File: src/rtl/gpio_irq_pkg.sv
`timescale 1ns/1ps
package gpio_irq_pkg;
  localparam int unsigned ADDR_W = 12;

  localparam logic [ADDR_W-1:0] OFS_MODE  = 12'h404;
  localparam logic [ADDR_W-1:0] OFS_ANY   = 12'h408;
  localparam logic [ADDR_W-1:0] OFS_POL   = 12'h40C;
  localparam logic [ADDR_W-1:0] OFS_EN    = 12'h410;
  localparam logic [ADDR_W-1:0] OFS_RAW   = 12'h414;
  localparam logic [ADDR_W-1:0] OFS_MASK  = 12'h418;
  localparam logic [ADDR_W-1:0] OFS_CLR   = 12'h41C;

  // qualifying edge for one line given current and previous sample
  function automatic logic edge_qualifies(input logic cur, input logic prev,
                                          input logic any, input logic pol);
    logic rise, fall;
    rise = cur & ~prev;
    fall = ~cur & prev;
    if (any) return rise | fall;
    return pol ? rise : fall;
  endfunction
endpackage

File: src/rtl/gpio_irq_regs.sv
`timescale 1ns/1ps
module gpio_irq_regs
  import gpio_irq_pkg::*;
#(
  parameter int unsigned N_LINES = 8
) (
  input  logic               clk,
  input  logic               rst_n,
  input  logic               wr_en,
  input  logic [ADDR_W-1:0]  addr,
  input  logic [N_LINES-1:0] wdata,
  input  logic [N_LINES-1:0] raw_i,
  input  logic [N_LINES-1:0] masked_i,
  output logic [N_LINES-1:0] rdata_o,
  output logic [N_LINES-1:0] mode_o,
  output logic [N_LINES-1:0] any_o,
  output logic [N_LINES-1:0] pol_o,
  output logic [N_LINES-1:0] en_o,
  output logic [N_LINES-1:0] clr_o
);
  logic [N_LINES-1:0] mode_q, mode_d;
  logic [N_LINES-1:0] any_q,  any_d;
  logic [N_LINES-1:0] pol_q,  pol_d;
  logic [N_LINES-1:0] en_q,   en_d;

  always_comb begin
    mode_d = mode_q;
    any_d  = any_q;
    pol_d  = pol_q;
    en_d   = en_q;
    if (wr_en) begin
      unique case (addr)
        OFS_MODE: mode_d = wdata;
        OFS_ANY:  any_d  = wdata;
        OFS_POL:  pol_d  = wdata;
        OFS_EN:   en_d   = wdata;
        default:  ;
      endcase
    end
  end

  always_ff @(posedge clk or negedge rst_n) begin
    if (!rst_n) begin
      mode_q <= '0;
      any_q  <= '0;
      pol_q  <= '0;
      en_q   <= '0;
    end else begin
      mode_q <= mode_d;
      any_q  <= any_d;
      pol_q  <= pol_d;
      en_q   <= en_d;
    end
  end

  always_comb begin
    unique case (addr)
      OFS_MODE: rdata_o = mode_q;
      OFS_ANY:  rdata_o = any_q;
      OFS_POL:  rdata_o = pol_q;
      OFS_EN:   rdata_o = en_q;
      OFS_RAW:  rdata_o = raw_i;
      OFS_MASK: rdata_o = masked_i;
      default:  rdata_o = '0;
    endcase
  end

  assign clr_o  = (wr_en && addr == OFS_CLR) ? wdata : '0;
  assign mode_o = mode_q;
  assign any_o  = any_q;
  assign pol_o  = pol_q;
  assign en_o   = en_q;

  // status offsets are read-only
  assert_status_ro_R10: assert property (@(posedge clk) disable iff (!rst_n)
    (wr_en && (addr == OFS_RAW || addr == OFS_MASK))
      |=> ($stable(mode_q) && $stable(any_q) && $stable(pol_q) && $stable(en_q)));
endmodule

File: src/rtl/gpio_irq_cell.sv
`timescale 1ns/1ps
module gpio_irq_cell
  import gpio_irq_pkg::*;
(
  input  logic clk,
  input  logic rst_n,
  input  logic pin_i,
  input  logic mode_i,
  input  logic any_i,
  input  logic pol_i,
  input  logic clr_i,
  output logic raw_o
);
  logic pin_q;
  logic sts_q, sts_d;
  logic hit;

  always_comb begin
    hit   = ~mode_i & edge_qualifies(pin_i, pin_q, any_i, pol_i);
    // a fresh edge overrides a simultaneous clear
    sts_d = (sts_q & ~clr_i) | hit;
  end

  always_ff @(posedge clk or negedge rst_n) begin
    if (!rst_n) begin
      pin_q <= 1'b0;
      sts_q <= 1'b0;
    end else begin
      pin_q <= pin_i;
      sts_q <= sts_d;
    end
  end

  assign raw_o = mode_i ? ~(pin_i ^ pol_i) : sts_q;

  // a latched edge stays until cleared
  assert_edge_sticky_R4: assert property (@(posedge clk) disable iff (!rst_n)
    (sts_q && !clr_i) |=> sts_q);
  // clear with no pin change empties the status
  assert_clear_works_R6: assert property (@(posedge clk) disable iff (!rst_n)
    (clr_i && pin_i == pin_q) |=> !sts_q);
  // edge wins over a same-cycle clear
  assert_edge_beats_clear_R7: assert property (@(posedge clk) disable iff (!rst_n)
    (clr_i && !mode_i && any_i && pin_i != pin_q) |=> sts_q);
endmodule

File: src/rtl/gpio_irq_merge.sv
`timescale 1ns/1ps
module gpio_irq_merge #(
  parameter int unsigned N_LINES = 8
) (
  input  logic               clk,
  input  logic               rst_n,
  input  logic [N_LINES-1:0] masked_i,
  output logic               irq_o
);
  logic irq_q, irq_d;

  always_comb irq_d = |masked_i;

  always_ff @(posedge clk or negedge rst_n) begin
    if (!rst_n) irq_q <= 1'b0;
    else        irq_q <= irq_d;
  end

  assign irq_o = irq_q;

  // request follows masked status one cycle later
  assert_irq_set_R9: assert property (@(posedge clk) disable iff (!rst_n)
    (masked_i != '0) |=> irq_o);
  assert_irq_clear_R9: assert property (@(posedge clk) disable iff (!rst_n)
    (masked_i == '0) |=> !irq_o);
endmodule

File: src/rtl/gpio_irq_detect.sv
`timescale 1ns/1ps
module gpio_irq_detect
  import gpio_irq_pkg::*;
#(
  parameter int unsigned N_LINES = 8
) (
  input  logic               clk,
  input  logic               rst_n,
  input  logic [N_LINES-1:0] pin_i,
  input  logic               bus_wr_en,
  input  logic [ADDR_W-1:0]  bus_addr,
  input  logic [N_LINES-1:0] bus_wdata,
  output logic [N_LINES-1:0] bus_rdata,
  output logic               irq_o
);
  logic [N_LINES-1:0] mode, any, pol, en, clr;
  logic [N_LINES-1:0] raw, masked;

  gpio_irq_regs #(.N_LINES(N_LINES)) u_regs (
    .clk      (clk),
    .rst_n    (rst_n),
    .wr_en    (bus_wr_en),
    .addr     (bus_addr),
    .wdata    (bus_wdata),
    .raw_i    (raw),
    .masked_i (masked),
    .rdata_o  (bus_rdata),
    .mode_o   (mode),
    .any_o    (any),
    .pol_o    (pol),
    .en_o     (en),
    .clr_o    (clr)
  );

  for (genvar i = 0; i < N_LINES; i++) begin : g_line
    gpio_irq_cell u_cell (
      .clk    (clk),
      .rst_n  (rst_n),
      .pin_i  (pin_i[i]),
      .mode_i (mode[i]),
      .any_i  (any[i]),
      .pol_i  (pol[i]),
      .clr_i  (clr[i]),
      .raw_o  (raw[i])
    );
  end

  assign masked = raw & en;

  gpio_irq_merge #(.N_LINES(N_LINES)) u_merge (
    .clk      (clk),
    .rst_n    (rst_n),
    .masked_i (masked),
    .irq_o    (irq_o)
  );

  // a level line cannot be cleared while its level is active
  assert_level_hold_R3: assert property (@(posedge clk) disable iff (!rst_n)
    (mode[0] && clr[0] && pin_i[0] == pol[0] && $stable(pin_i[0]))
      |=> (raw[0] || !mode[0] || pin_i[0] != pol[0]));
endmodule

File: config.mk
export PLATFORM = sky130hd
export DESIGN_NAME = gpio_irq_detect
export DESIGN_NICKNAME = d
export VERILOG_FILES = /design/src/rtl/gpio_irq_pkg.sv /design/src/rtl/gpio_irq_regs.sv /design/src/rtl/gpio_irq_cell.sv /design/src/rtl/gpio_irq_merge.sv /design/src/rtl/gpio_irq_detect.sv
export SDC_FILE = /design/constraint.sdc
export NUM_CORES = 1
export LEC_CHECK = 0
export BUFFER_PORTS_ARGS = -buffer_cell sky130_fd_sc_hd__buf_4
export CORE_MARGIN = 1.5
export CORE_UTILIZATION = 45
export CTS_CLUSTER_SIZE = 12
export DETAILED_ROUTE_END_ITERATION = 7
export PLACE_DENSITY = 0.75
export SYNTH_ARGS = -nofsm -noshare
export SYNTH_HDL_FRONTEND = slang
export SYNTH_SLANG_ARGS = --single-unit
File: constraint.sdc
create_clock -name clk -period 1.79 [get_ports clk]
set_input_delay 0.0895 -clock clk [delete_from_list [all_inputs] [get_ports clk]]
set_output_delay 0.0895 -clock clk [all_outputs]
set_load 0.03 [all_outputs]
==> flow_summary.json <==
{
  "io_buffers": 39,
  "finalClockSkew_ns": 0.00689,
  "drc": 10,
  "critPathLaunchType": "register",
  "clockBufferDepth": 2,
  "cts_tree": "yes",
  "final_common_cell": "buf_4",
  "critPathSlowestCell": "dfrtp_2",
  "ys_seq_elements": 49,
  "instances_no_fill": 429,
  "crit_type": "register to output pin",
  "cp_cell_sequence": "xnor2_2 -> o21ai_1 -> a21oi_1 -> o31a_2 -> buf_4",
  "cts_buffers": 5,
  "num_rows": 29,
  "cp.required_ns": 1.70,
  "synthMuxAreaShare_pct": 17.8,
  "final_cell_mix": "buf_4, dfrtp_1, mux2_2",
  "setup_viol": 0,
  "dieWidth_um": 84.8,
  "synth_top_family_by_area": "multiplexers",
  "vias_per_cell": 5.53,
  "seq_area_frac_synth_pct": 40.7,
  "finalNetCount": 398,
  "yosys.cell_types.count": 35,
  "vdd_drop_max_mv": 0.326,
  "min_period_ns": 1.75,
  "grt_util_all_layers_pct": 20.3,
  "power_w": 0.00204,
  "die_y_um": 84.8,
  "grt_max_degree": 50,
  "avgSynthCellArea_um2": 10.2,
  "rsz0062_at_grt": "no",
  "clk_pin_slew_ns": 0.10,
  "drt_iter0_markers": 225,
  "final_max_slew_viol_count": 0,
  "dieArea_um2": 7190,
  "netlist_instances": 294,
  "cts_root_buf": "clkbuf_8",
  "first_global_vias": 2404,
  "layout_setup_ws_ns": 0.0446,
  "antenna_found_initial": 0,
  "powerDensity_nw_per_um2": 553,
  "grt.overflow.total": 0,
  "cts_max_level": 2,
  "worstSkewPairLatency_ns": 0.30,
  "max_freq_ghz": 0.573,
  "tns_ns": 0,
  "hold_class": "input pin to register",
  "synth_simple_gate_area_share_pct": 15.0,
  "area_growth_pct": 22.4,
  "final_hold_viol_count": 0,
  "dp.cells": 409,
  "end_kind": "output pin",
  "cp.arrival_ns": 1.66,
  "slew_headroom_pct": 57.4,
  "yosys.area_share.adder_pct": 6.65,
  "io_pins": 40,
  "cp_max_fo": 4,
  "timing.hold.ws_ns": 0.0418,
  "synth.net_count": 341,
  "totalWireLength_um": 6910,
  "cts_sinks": 49,
  "wl_per_cell_um": 16.1,
  "num_antenna_cells": 0,
  "worstMarginPinSlew_ns": 0.639,
  "grt_pass1_wl_um": 11500,
  "crit_path_max_incr_delay_ns": 0.45,
  "ys_warn_count": 0,
  "drv_cap": 0,
  "hpwl_um": 4900,
  "initial_core_util_pct": 46.9,
  "status": "finished with violations",
  "firstDrtPassIters": 6,
  "synth-compound-area-share_pct": 11.8,
  "gp_congestion": 0.867,
  "fp.coreArea_um2": 6420,
  "synth_xor_area_share_pct": 2.33,
  "p_leak_nw": 1.79,
  "drive_gt1_share_pct": 34.1,
  "vias": 2373,
  "violations": "design-rule violations",
  "pre_cts_ws_ns": 0.185,
  "syn-cell-area_um2": 3010,
  "fin_crit_sh_pct": 97.5,
  "ant_nets": 0
}
==> what timing repair did <==
action,CTS,global route
pin swaps,0,5
hold buffers,9,0
gates resized for setup,0,16
endpoints found under the setup margin,1,6
endpoints found under the hold margin,57,0
setup buffers,1,2
==> final timing paths <==
check / from / to / slack [ns] / cells past startpoint
setup / recovery: u_regs.pol_o[3] / bus_rdata[3] / 0.04 / 5
hold / removal: bus_wdata[5] / u_regs.mode_o[5] / 0.04 / 2
setup reg to reg: u_regs.mode_o[2] / u_merge.irq_o / 0.20 / 4
hold reg to reg: u_regs.en_o[0] / u_regs.en_o[0] / 0.53 / 1
max in group asynchronous: rst_n / u_regs.pol_o[2] / 0.98 / 2
min in group asynchronous: rst_n / u_regs.any_o[7] / 0.34 / 2
==> through the flow <==
stage | util [%] | area (µm²)
after floorplan | - | 3010
after global placement | 52.9 | 3400
after detailed placement | 52.9 | 3400
after CTS | 55.8 | 3580
after global routing | 57.4 | 3680
final | 57.4 | 3680
==> report_power, final <==
part	internal [W]	switching (W)
Clock	0.000271	0.000382
Combinational	0.000123	0.000137
Sequential	0.00112	0.00000857
Total	0.00151	0.000527
==> logic make-up after synthesis <==
group,after synthesis
AND/OR/NAND/NOR,77
AO/OA/AOI/OAI,57
multiplexers,49
flip-flops,49
buffers and inverters,38
adder cells (fa/ha/maj),16
XOR/XNOR,8
==> worst max-delay path, delay by kind of cell (launching register included) <==
kind / cells / cell delay [ns]
AOI/OAI and AO/OA: 3 / 0.56
buffers and inverters: 1 / 0.17
xor gates and xnor gates: 1 / 0.16
DFF: 1 / 0.45
==> state kept, by name (all words and copies together), names as in the netlist <==
register and flops:
g_line.u_cell.pin_q 8, g_line.u_cell.sts_q 8, u_regs.any_o 8, u_regs.en_o 8, u_regs.mode_o 8, u_regs.pol_o 8, u_merge.irq_o 1
==> per-layer routing <==
layer / part of all wire, % / GRT usage (%)
met1: 47 / 27.6
met2: 48 / 32.8
met3: 4.9 / 4.03
met4: 0.83 / 6.41
met5: 0 / 0
==> cell usage after synthesis (all sizes together) <==
cell type  number  area share [%]
ha             16             6.6
clkbuf          4            0.50
o2111ai         1            0.29
nor3            2            0.33
o21ai          25             4.2
or4             1            0.25
and4            1            0.29
or2             2            0.42
and3            1            0.37
nand3b          4             1.0
inv            29             3.6
dfrtp          49              41
nor2b           2            0.42
mux2           37              14
nand2          30             3.7
nand2b          9             1.9
a21oi           8             1.3
o32ai           5             1.5
o21a            5             1.2
xnor2           8             2.3
o221ai          1            0.29
nand4b          1            0.79
o2111a          1            0.37
nand3           8             2.2
nand4           3             1.1
o31a            3             1.0
nor4b           1            0.79
buf             5             1.5
nor2           12             1.5
mux2i          12             4.0
a31oi           8             1.7
==> area by class of cell <==
| type | instances | area [µm²] |
|---|---|---|
| Fill cell | 555 | 2740 |
| Tap cell | 77 | 96.3 |
| Sequential cell | 49 | 1230 |
| Multi-Input combinational cell | 207 | 1700 |
| Inverter | 29 | 109 |
| Clock buffer | 5 | 68.8 |
| Timing Repair Buffer | 59 | 465 |
| Clock inverter | 3 | 17.5 |
Note: power is estimated with default switching activity, not from simulation.
